File: src/rtl/dbg_ctl_pkg.sv
package dbg_ctl_pkg;
  localparam int CTRL_W    = 32;
  localparam int B_ROCC    = 31;
  localparam int B_SZ_HI   = 30;
  localparam int B_SZ_LO   = 29;
  localparam int B_LOWPWR  = 22;
  localparam int B_CLKSTOP = 21;
  localparam int B_PERRST  = 20;
  localparam int B_DIR     = 19;
  localparam int B_PEND    = 18;
  localparam int B_PRST    = 16;
  localparam int B_PROBE   = 15;
  localparam int B_TRAP    = 14;
  localparam int B_DINT    = 12;
  localparam int B_DBGMODE = 3;
  localparam int SIZE_W    = B_SZ_HI - B_SZ_LO + 1;

  typedef struct packed {
    logic lowpwr;
    logic clkstop;
    logic dbgmode;
  } cpu_stat_t;

  typedef struct packed {
    logic rocc;
    logic per_rst;
    logic proc_rst;
    logic probe_en;
    logic trap;
    logic dint;
  } cmd_state_t;
endpackage

File: src/rtl/dbg_scan_stage.sv
module dbg_scan_stage #(
  parameter int W       = 32,
  parameter int CAP_BIT = 0
) (
  input  logic         clk,
  input  logic         rst_n,
  input  logic         sel,
  input  logic         capture,
  input  logic         shift,
  input  logic         update,
  input  logic         tdi,
  input  logic [W-1:0] cap_val,
  output logic         tdo,
  output logic [W-1:0] upd_val,
  output logic         upd_stb,
  output logic         cap_flag
);
  logic [W-1:0] sr_q, sr_d;
  logic         flag_q, flag_d;
  logic         sr_en;

  always_comb begin
    sr_en  = sel && (capture || shift);
    sr_d   = sr_q;
    flag_d = flag_q;
    if (sel && capture) begin
      sr_d   = cap_val;
      flag_d = cap_val[CAP_BIT];
    end else if (sel && shift) begin
      sr_d[W-1] = tdi;
    end
  end

  generate
    if (W > 1) begin : g_wide
      logic [W-2:0] lower_d;
      always_comb begin
        lower_d = (sel && capture) ? cap_val[W-2:0] :
                  (sel && shift)   ? sr_q[W-1:1]    : sr_q[W-2:0];
      end
      always_ff @(posedge clk or negedge rst_n) begin
        if (!rst_n) begin
          sr_q <= '0;
        end else if (sr_en) begin
          sr_q <= {sr_d[W-1], lower_d};
        end
      end
    end else begin : g_single
      always_ff @(posedge clk or negedge rst_n) begin
        if (!rst_n) begin
          sr_q <= '0;
        end else if (sr_en) begin
          sr_q <= sr_d;
        end
      end
    end
  endgenerate

  always_ff @(posedge clk or negedge rst_n) begin
    if (!rst_n) begin
      flag_q <= 1'b0;
    end else if (sel && capture) begin
      flag_q <= flag_d;
    end
  end

  assign tdo      = sr_q[0];
  assign upd_val  = sr_q;
  assign upd_stb  = sel && update;
  assign cap_flag = flag_q;

  p_shift_in_msb_r2: assert property (@(posedge clk) disable iff (!rst_n)
    (sel && shift && !capture) |=> (sr_q[W-1] == $past(tdi)));
  p_idle_hold_r2: assert property (@(posedge clk) disable iff (!rst_n)
    !(sel && (capture || shift)) |=> $stable(sr_q));
endmodule

File: src/rtl/dbg_acc_tracker.sv
module dbg_acc_tracker #(
  parameter int ADDR_W = 32,
  parameter int SIZE_W = 2
) (
  input  logic              clk,
  input  logic              rst_n,
  input  logic              probe_en,
  input  logic              req_valid,
  input  logic              req_write,
  input  logic [SIZE_W-1:0] req_size,
  input  logic [ADDR_W-1:0] req_addr,
  input  logic              ctl_upd,
  input  logic              ctl_cap_flag,
  input  logic              ctl_wr_flag,
  input  logic              fd_upd,
  input  logic              fd_cap_flag,
  input  logic              fd_wr_flag,
  output logic              req_ready,
  output logic              pending,
  output logic              acc_write,
  output logic [SIZE_W-1:0] acc_size,
  output logic [ADDR_W-1:0] acc_addr,
  output logic              acc_done
);
  logic              pend_q, pend_d;
  logic              wr_q;
  logic [SIZE_W-1:0] size_q;
  logic [ADDR_W-1:0] addr_q;
  logic              done_q, done_d;
  logic              accept, complete;

  always_comb begin
    req_ready = !pend_q && probe_en;
    accept    = req_valid && req_ready;
    complete  = pend_q &&
                ((ctl_upd && ctl_cap_flag && !ctl_wr_flag) ||
                 (fd_upd  && fd_cap_flag  && !fd_wr_flag));
    pend_d = pend_q;
    if (accept) begin
      pend_d = 1'b1;
    end else if (complete) begin
      pend_d = 1'b0;
    end
    done_d = complete;
  end

  always_ff @(posedge clk or negedge rst_n) begin
    if (!rst_n) begin
      pend_q <= 1'b0;
      done_q <= 1'b0;
    end else begin
      pend_q <= pend_d;
      done_q <= done_d;
    end
  end

  always_ff @(posedge clk or negedge rst_n) begin
    if (!rst_n) begin
      wr_q   <= 1'b0;
      size_q <= '0;
      addr_q <= '0;
    end else if (accept) begin
      wr_q   <= req_write;
      size_q <= req_size;
      addr_q <= req_addr;
    end
  end

  assign pending   = pend_q;
  assign acc_write = wr_q;
  assign acc_size  = size_q;
  assign acc_addr  = addr_q;
  assign acc_done  = done_q;

  p_accept_gated_r3: assert property (@(posedge clk) disable iff (!rst_n)
    $rose(pend_q) |-> $past(probe_en && req_valid));
  p_hold_request_r4: assert property (@(posedge clk) disable iff (!rst_n)
    (pend_q && $past(pend_q)) |-> ($stable(addr_q) && $stable(size_q) && $stable(wr_q)));
  p_fall_pulses_done_r5: assert property (@(posedge clk) disable iff (!rst_n)
    $fell(pend_q) |-> done_q);
  p_done_single_r5: assert property (@(posedge clk) disable iff (!rst_n)
    done_q |=> !done_q);
  p_need_capture_r6: assert property (@(posedge clk) disable iff (!rst_n)
    done_q |-> $past(ctl_cap_flag || fd_cap_flag));
  p_fd_complete_r13: assert property (@(posedge clk) disable iff (!rst_n)
    (pend_q && fd_upd && fd_cap_flag && !fd_wr_flag) |=> (done_q && !pend_q));
endmodule

File: src/rtl/dbg_cmd_bits.sv
module dbg_cmd_bits (
  input  logic                    clk,
  input  logic                    rst_n,
  input  logic                    upd,
  input  dbg_ctl_pkg::cmd_state_t wr,
  input  logic                    sys_reset_event,
  input  logic                    dbg_int_ack,
  output dbg_ctl_pkg::cmd_state_t state
);
  import dbg_ctl_pkg::*;

  cmd_state_t st_q, st_d;

  always_comb begin
    st_d = st_q;
    if (upd) begin
      if (!wr.rocc) st_d.rocc = 1'b0;
      st_d.per_rst  = wr.per_rst;
      st_d.proc_rst = wr.proc_rst;
      st_d.probe_en = wr.probe_en;
      st_d.trap     = wr.trap;
    end
    if (dbg_int_ack) st_d.dint = 1'b0;
    if (upd && wr.dint) st_d.dint = 1'b1;
    if (sys_reset_event) st_d.rocc = 1'b1;
  end

  always_ff @(posedge clk or negedge rst_n) begin
    if (!rst_n) begin
      st_q <= '{rocc: 1'b1, default: 1'b0};
    end else begin
      st_q <= st_d;
    end
  end

  assign state = st_q;

  p_reset_event_sets_r7: assert property (@(posedge clk) disable iff (!rst_n)
    sys_reset_event |=> state.rocc);
  p_rocc_write_one_r7: assert property (@(posedge clk) disable iff (!rst_n)
    (!state.rocc && !sys_reset_event) |=> !state.rocc);
  p_resets_follow_r8: assert property (@(posedge clk) disable iff (!rst_n)
    upd |=> (state.proc_rst == $past(wr.proc_rst) && state.per_rst == $past(wr.per_rst)));
  p_dint_raise_r9: assert property (@(posedge clk) disable iff (!rst_n)
    (upd && wr.dint) |=> state.dint);
  p_probe_follow_r10: assert property (@(posedge clk) disable iff (!rst_n)
    upd |=> (state.probe_en == $past(wr.probe_en) && state.trap == $past(wr.trap)));
endmodule

File: src/rtl/dbg_ctl_reg.sv
module dbg_ctl_reg #(
  parameter int ADDR_W = 32
) (
  input  logic              clk,
  input  logic              rst_n,
  input  logic              req_valid,
  input  logic              req_write,
  input  logic [1:0]        req_size,
  input  logic [ADDR_W-1:0] req_addr,
  output logic              req_ready,
  output logic              acc_pending,
  output logic              acc_write,
  output logic [1:0]        acc_size,
  output logic [ADDR_W-1:0] acc_addr,
  output logic              acc_done,
  input  logic              cpu_debug_mode,
  input  logic              cpu_low_power,
  input  logic              cpu_clk_stopped,
  input  logic              sys_reset_event,
  input  logic              dbg_int_ack,
  output logic              proc_rst_req,
  output logic              per_rst_req,
  output logic              dbg_int_req,
  output logic              probe_en,
  output logic              probe_trap,
  input  logic              scan_ctl_sel,
  input  logic              scan_fd_sel,
  input  logic              scan_capture,
  input  logic              scan_shift,
  input  logic              scan_update,
  input  logic              scan_tdi,
  output logic              scan_tdo
);
  import dbg_ctl_pkg::*;

  logic [1:0]        rst_sync_q;
  logic              rst_int_n;
  logic [CTRL_W-1:0] rd_word;
  logic [CTRL_W-1:0] ctl_upd_val;
  logic              ctl_upd, ctl_cap_flag, ctl_tdo;
  logic [0:0]        fd_upd_val;
  logic              fd_upd, fd_cap_flag, fd_tdo;
  cpu_stat_t         stat;
  cmd_state_t        cmd, cmd_wr;
  logic              pend;
  logic              unused_bits;

  always_ff @(posedge clk or negedge rst_n) begin
    if (!rst_n) begin
      rst_sync_q <= 2'b00;
    end else begin
      rst_sync_q <= {rst_sync_q[0], 1'b1};
    end
  end
  assign rst_int_n = rst_sync_q[1];

  always_comb begin
    stat.lowpwr  = cpu_low_power;
    stat.clkstop = cpu_clk_stopped;
    stat.dbgmode = cpu_debug_mode;
  end

  always_comb begin
    rd_word                  = '0;
    rd_word[B_ROCC]          = cmd.rocc;
    rd_word[B_SZ_HI:B_SZ_LO] = pend ? acc_size : '0;
    rd_word[B_LOWPWR]        = stat.lowpwr;
    rd_word[B_CLKSTOP]       = stat.clkstop;
    rd_word[B_PERRST]        = cmd.per_rst;
    rd_word[B_DIR]           = pend && acc_write;
    rd_word[B_PEND]          = pend;
    rd_word[B_PRST]          = cmd.proc_rst;
    rd_word[B_PROBE]         = cmd.probe_en;
    rd_word[B_TRAP]          = cmd.trap;
    rd_word[B_DINT]          = cmd.dint;
    rd_word[B_DBGMODE]       = stat.dbgmode;
  end

  dbg_scan_stage #(.W(CTRL_W), .CAP_BIT(B_PEND)) u_ctl_chain (
    .clk      (clk),
    .rst_n    (rst_int_n),
    .sel      (scan_ctl_sel),
    .capture  (scan_capture),
    .shift    (scan_shift),
    .update   (scan_update),
    .tdi      (scan_tdi),
    .cap_val  (rd_word),
    .tdo      (ctl_tdo),
    .upd_val  (ctl_upd_val),
    .upd_stb  (ctl_upd),
    .cap_flag (ctl_cap_flag)
  );

  dbg_scan_stage #(.W(1), .CAP_BIT(0)) u_fd_chain (
    .clk      (clk),
    .rst_n    (rst_int_n),
    .sel      (scan_fd_sel),
    .capture  (scan_capture),
    .shift    (scan_shift),
    .update   (scan_update),
    .tdi      (scan_tdi),
    .cap_val  (pend),
    .tdo      (fd_tdo),
    .upd_val  (fd_upd_val),
    .upd_stb  (fd_upd),
    .cap_flag (fd_cap_flag)
  );

  always_comb begin
    cmd_wr.rocc     = ctl_upd_val[B_ROCC];
    cmd_wr.per_rst  = ctl_upd_val[B_PERRST];
    cmd_wr.proc_rst = ctl_upd_val[B_PRST];
    cmd_wr.probe_en = ctl_upd_val[B_PROBE];
    cmd_wr.trap     = ctl_upd_val[B_TRAP];
    cmd_wr.dint     = ctl_upd_val[B_DINT];
  end
  assign unused_bits = ^ctl_upd_val;

  dbg_cmd_bits u_cmd (
    .clk             (clk),
    .rst_n           (rst_int_n),
    .upd             (ctl_upd),
    .wr              (cmd_wr),
    .sys_reset_event (sys_reset_event),
    .dbg_int_ack     (dbg_int_ack),
    .state           (cmd)
  );

  dbg_acc_tracker #(.ADDR_W(ADDR_W), .SIZE_W(SIZE_W)) u_tracker (
    .clk          (clk),
    .rst_n        (rst_int_n),
    .probe_en     (cmd.probe_en),
    .req_valid    (req_valid),
    .req_write    (req_write),
    .req_size     (req_size),
    .req_addr     (req_addr),
    .ctl_upd      (ctl_upd),
    .ctl_cap_flag (ctl_cap_flag),
    .ctl_wr_flag  (ctl_upd_val[B_PEND]),
    .fd_upd       (fd_upd),
    .fd_cap_flag  (fd_cap_flag),
    .fd_wr_flag   (fd_upd_val[0]),
    .req_ready    (req_ready),
    .pending      (pend),
    .acc_write    (acc_write),
    .acc_size     (acc_size),
    .acc_addr     (acc_addr),
    .acc_done     (acc_done)
  );

  assign acc_pending  = pend;
  assign proc_rst_req = cmd.proc_rst;
  assign per_rst_req  = cmd.per_rst;
  assign dbg_int_req  = cmd.dint;
  assign probe_en     = cmd.probe_en;
  assign probe_trap   = cmd.trap;
  assign scan_tdo     = scan_ctl_sel ? ctl_tdo : (scan_fd_sel ? fd_tdo : 1'b0);

  p_ready_blocked_r3: assert property (@(posedge clk) disable iff (!rst_int_n)
    acc_pending |-> !req_ready);
  p_status_unlisted_r12: assert property (@(posedge clk) disable iff (!rst_int_n)
    (scan_ctl_sel && scan_capture) |=> (ctl_upd_val[28:23] == '0 && ctl_upd_val[17] == 1'b0));
endmodule

File: config.mk
export PLATFORM = sky130hd
export DESIGN_NAME = dbg_ctl_reg
export DESIGN_NICKNAME = d
export VERILOG_FILES = /design/src/rtl/dbg_ctl_pkg.sv /design/src/rtl/dbg_scan_stage.sv /design/src/rtl/dbg_acc_tracker.sv /design/src/rtl/dbg_cmd_bits.sv /design/src/rtl/dbg_ctl_reg.sv
export SDC_FILE = /design/constraint.sdc
export NUM_CORES = 1
export LEC_CHECK = 0
export ABC_AREA = 1
export BUFFER_PORTS_ARGS = -buffer_cell sky130_fd_sc_hd__buf_2
export CORE_AREA = 4 4 93 95
export DETAILED_ROUTE_END_ITERATION = 6
export DIE_AREA = 0 0 97 99
export PLACE_DENSITY = 0.75
export SLEW_MARGIN = 20
export SYNTH_ARGS = -nofsm -noshare
export SYNTH_HDL_FRONTEND = slang
export SYNTH_SLANG_ARGS = --single-unit
File: constraint.sdc
create_clock -name clk -period 3.1 [get_ports clk]
set_input_delay 0.31 -clock clk [delete_from_list [all_inputs] [get_ports clk]]
set_output_delay 0.31 -clock clk [all_outputs]
set_load 0.02 [all_outputs]
==> metrics.txt <==
status=complete, no violations; gpl congestion=0.7958; first-pass GRT wire length=12.59 mm; CTS clk-pin slew, worst paths=0.08 ns; crit path cell chain=nor2_4, buf_2; largest net degree at the start of global routing=79; worst clock skew=0.006698 ns; Hold Path Class=in2reg; CP startpoint kind=flip-flop; Mean Syn Cell Area=8.668 um2; setup TNS=0 ns; cell internal pwr=2.145 mW; total placed cells including tap cells=564; initial antenna violation count=0; switching pwr=1.338 mW; Final min period=1.727 ns; post_cts resized=0; Gate power share=32.5%; CP max FO=15; #FFs+latches synth=80; Final Routed Wirelength=7.545 mm; Mapped Cells=387; CTS buffer count=9; nets@finish=524; Crit path required time=2.79 ns; # clock sinks=80; syn nets=436; die height=99 um; LEAKAGE=2.223 nW; I/O Buffers=92; gr ovfl total=0; leading area contributor after synthesis=dfrtp_1; Worst Tran Pin Value=0.6262 ns; synth warn=0; vias=2815; final hold slack=0.1571 ns; Core ar.=7727 um2; Flop pwr share=45.8%; DR WL/cell=12.96 um; CP max stage delay=0.48 ns; switching fraction of total power=38.42%; DR top layer=met4; vias in the first global route=2653; Slew HR=58.11%; met2 routed WL=3.326 mm; RSZ-0062 raised after global routing=false; crit path DAT=1.42 ns; fmax=579.0 MHz; area delta synth->final=21.97%; number of H-tree levels=3; Die X=97 um; layout cells sized above 1=26.25%; n_diodes=0; Fillers=731; Final Setup Violations=0; Synth area leaders=dfrtp_1, nand2_1, nand3_1, nor2_1, o21ai_0; DR DRC count=0; fin cells=582; Clock Path Buffers=2; Pre-antenna DRT Iters=4; synthesized area=3354 um2; Root Driver=clkbuf_8; distinct cell type count of the synthesized netlist=20; Clk Latency, worst-skew pair=0.34 ns; crit end category=primary output; Max Slew Vio Count=0; M1 wire length=3.412 mm; CP max stage cell=dfrtp_1; Initial Util=43.41%; Max-Cap Viols=0; period utilization=55.71%; ANT nets after route=0; area share of the largest cell type after synthesis=58.93%; DR WL met3=674 um; Final Hold Fails=0; Clk network pwr share=21.7%; DPL Wire Length=5.168 mm; Setup CP Type=reg2out; DR iter-0 viols=152; register area share after synthesis=59.72%; DIE AREA=9603 um2; overall global routing resource usage=16.16%; VDD IR max=0.0004790 V; row count=32; CTS tree=done; PwrDens=851.3 nW/um2; DR vias/cell=4.837; IO Pins=93
## area by class of cell
class | count | area [um2] | area share, %
Clock inverter | 6 | 58.81 | 1.437
Clock buffer | 10 | 137.6 | 3.364
Sequential cell | 80 | 2007 | 49.05
Timing Repair Buffer | 98 | 528.0 | 12.91
Multi-Input combinational cell | 267 | 1161 | 28.38
Tap cell | 102 | 127.6 | 3.119
Inverter | 19 | 71.32 | 1.743
## power by group through the flow
stage          logic [mW]  registers, mW  clock network [mW]
3_5_place_dp         1.14           1.62                   0
2_1_floorplan       0.438           1.88                   0
5_1_grt              1.26           1.64               0.826
4_1_cts              1.13           1.61               0.776
3_3_place_gp         1.10           1.62                   0
6_report             1.13           1.59               0.757
## cells in the final DEF, fill, tap and decap left out
cell / netlist / final
a21oi_1: 9 / 9
a21oi_2: 8 / 8
buf_16: 0 / 1
buf_2: 11 / 92
buf_4: 3 / 4
bufinv_16: 0 / 1
clkbuf_8: 0 / 10
clkinv_1: 1 / 1
clkinv_2: 0 / 4
clkinv_4: 0 / 1
conb_1: 1 / 1
dfrtp_1: 79 / 78
dfrtp_4: 0 / 1
dfstp_2: 1 / 1
dlygate4sd3_1: 0 / 1
inv_1: 18 / 18
nand2_1: 138 / 138
nand2_2: 2 / 2
nand3_1: 53 / 53
nand4_1: 1 / 1
nor2_1: 34 / 34
nor2_4: 1 / 1
o21ai_0: 17 / 17
o21ai_1: 2 / 2
o22ai_1: 1 / 1
## kinds of logic (layout without fill, tap and decap cells)
| family | count (synthesis) | after routing | share of synthesized area [%] |
|---|---|---|---|
| AND/OR/NAND/NOR | 229 | 229 | 28.05 |
| buffers and inverters | 40 | 133 | 5.669 |
| other | 1 | 1 | 0.1118 |
| AO/OA/AOI/OAI | 37 | 37 | 6.453 |
| flip-flops | 80 | 80 | 59.72 |
## per-stage QoR
step	setup WS, ns	cell area, um2	utilization (%)	total power, mW
floorplan	0.7087	3354	-	2.322
global placement	1.463	3857	49.92	2.719
detailed placement	1.418	3857	49.92	2.751
CTS	1.366	4064	52.59	3.515
global route	1.270	4091	52.95	3.726
finish	1.373	4091	52.95	3.483
## cell usage after synthesis (all sizes together)
master and number:
nand2 140, dfrtp 79, nand3 53, nor2 35
o21ai 19, inv 18, a21oi 17, buf 16
clkbuf 5, clkinv 1, conb 1, dfstp 1
nand4 1, o22ai 1
## registers in the layout (all words and copies together), names as in the netlist, 2 cells and up
register             flops
u_tracker.acc_size       2
u_cmd.state              6
u_ctl_chain.upd_val     32
rst_sync_q               2
u_tracker.acc_addr      32
## repair_timing
action / CTS / global route
buffers inserted: 0 / 0
endpoints found under the hold margin: 2 / 0
setup endpoints to repair: 0 / 0
hold buffers: 1 / 0
## path summary, 6_finish.rpt
path / start / end / slack, ns / depth (start not counted)
max in group asynchronous: rst_sync_q[1] / u_cmd.state[5] / 2.25 / 1
hold reg to reg: rst_sync_q[1] / u_ctl_chain.upd_val[7] / 0.24 / 0
setup / recovery: u_tracker.pending / req_ready / 1.37 / 2
setup reg to reg: u_tracker.pending / u_tracker.acc_addr[5] / 1.41 / 4
hold / removal: sys_reset_event / u_cmd.state[5] / 0.16 / 3
min in group asynchronous: rst_sync_q[1] / u_ctl_chain.upd_val[7] / 0.24 / 0
## metal layers
layer  global-route usage, %  vias to the layer above
met5                       0                        -
met4                   6.803                        0
met3                   5.520                       14
met2                   23.51                      100
met1                   22.09                     1305
li1                        -                     1396
## worst max-delay path: cells and delay by family (launching register included)
kind          cells  cell delay (ns)
simple gates      1             0.35
flops             1             0.48
buf+inv           1             0.24
(Power assumes the default switching activity.)
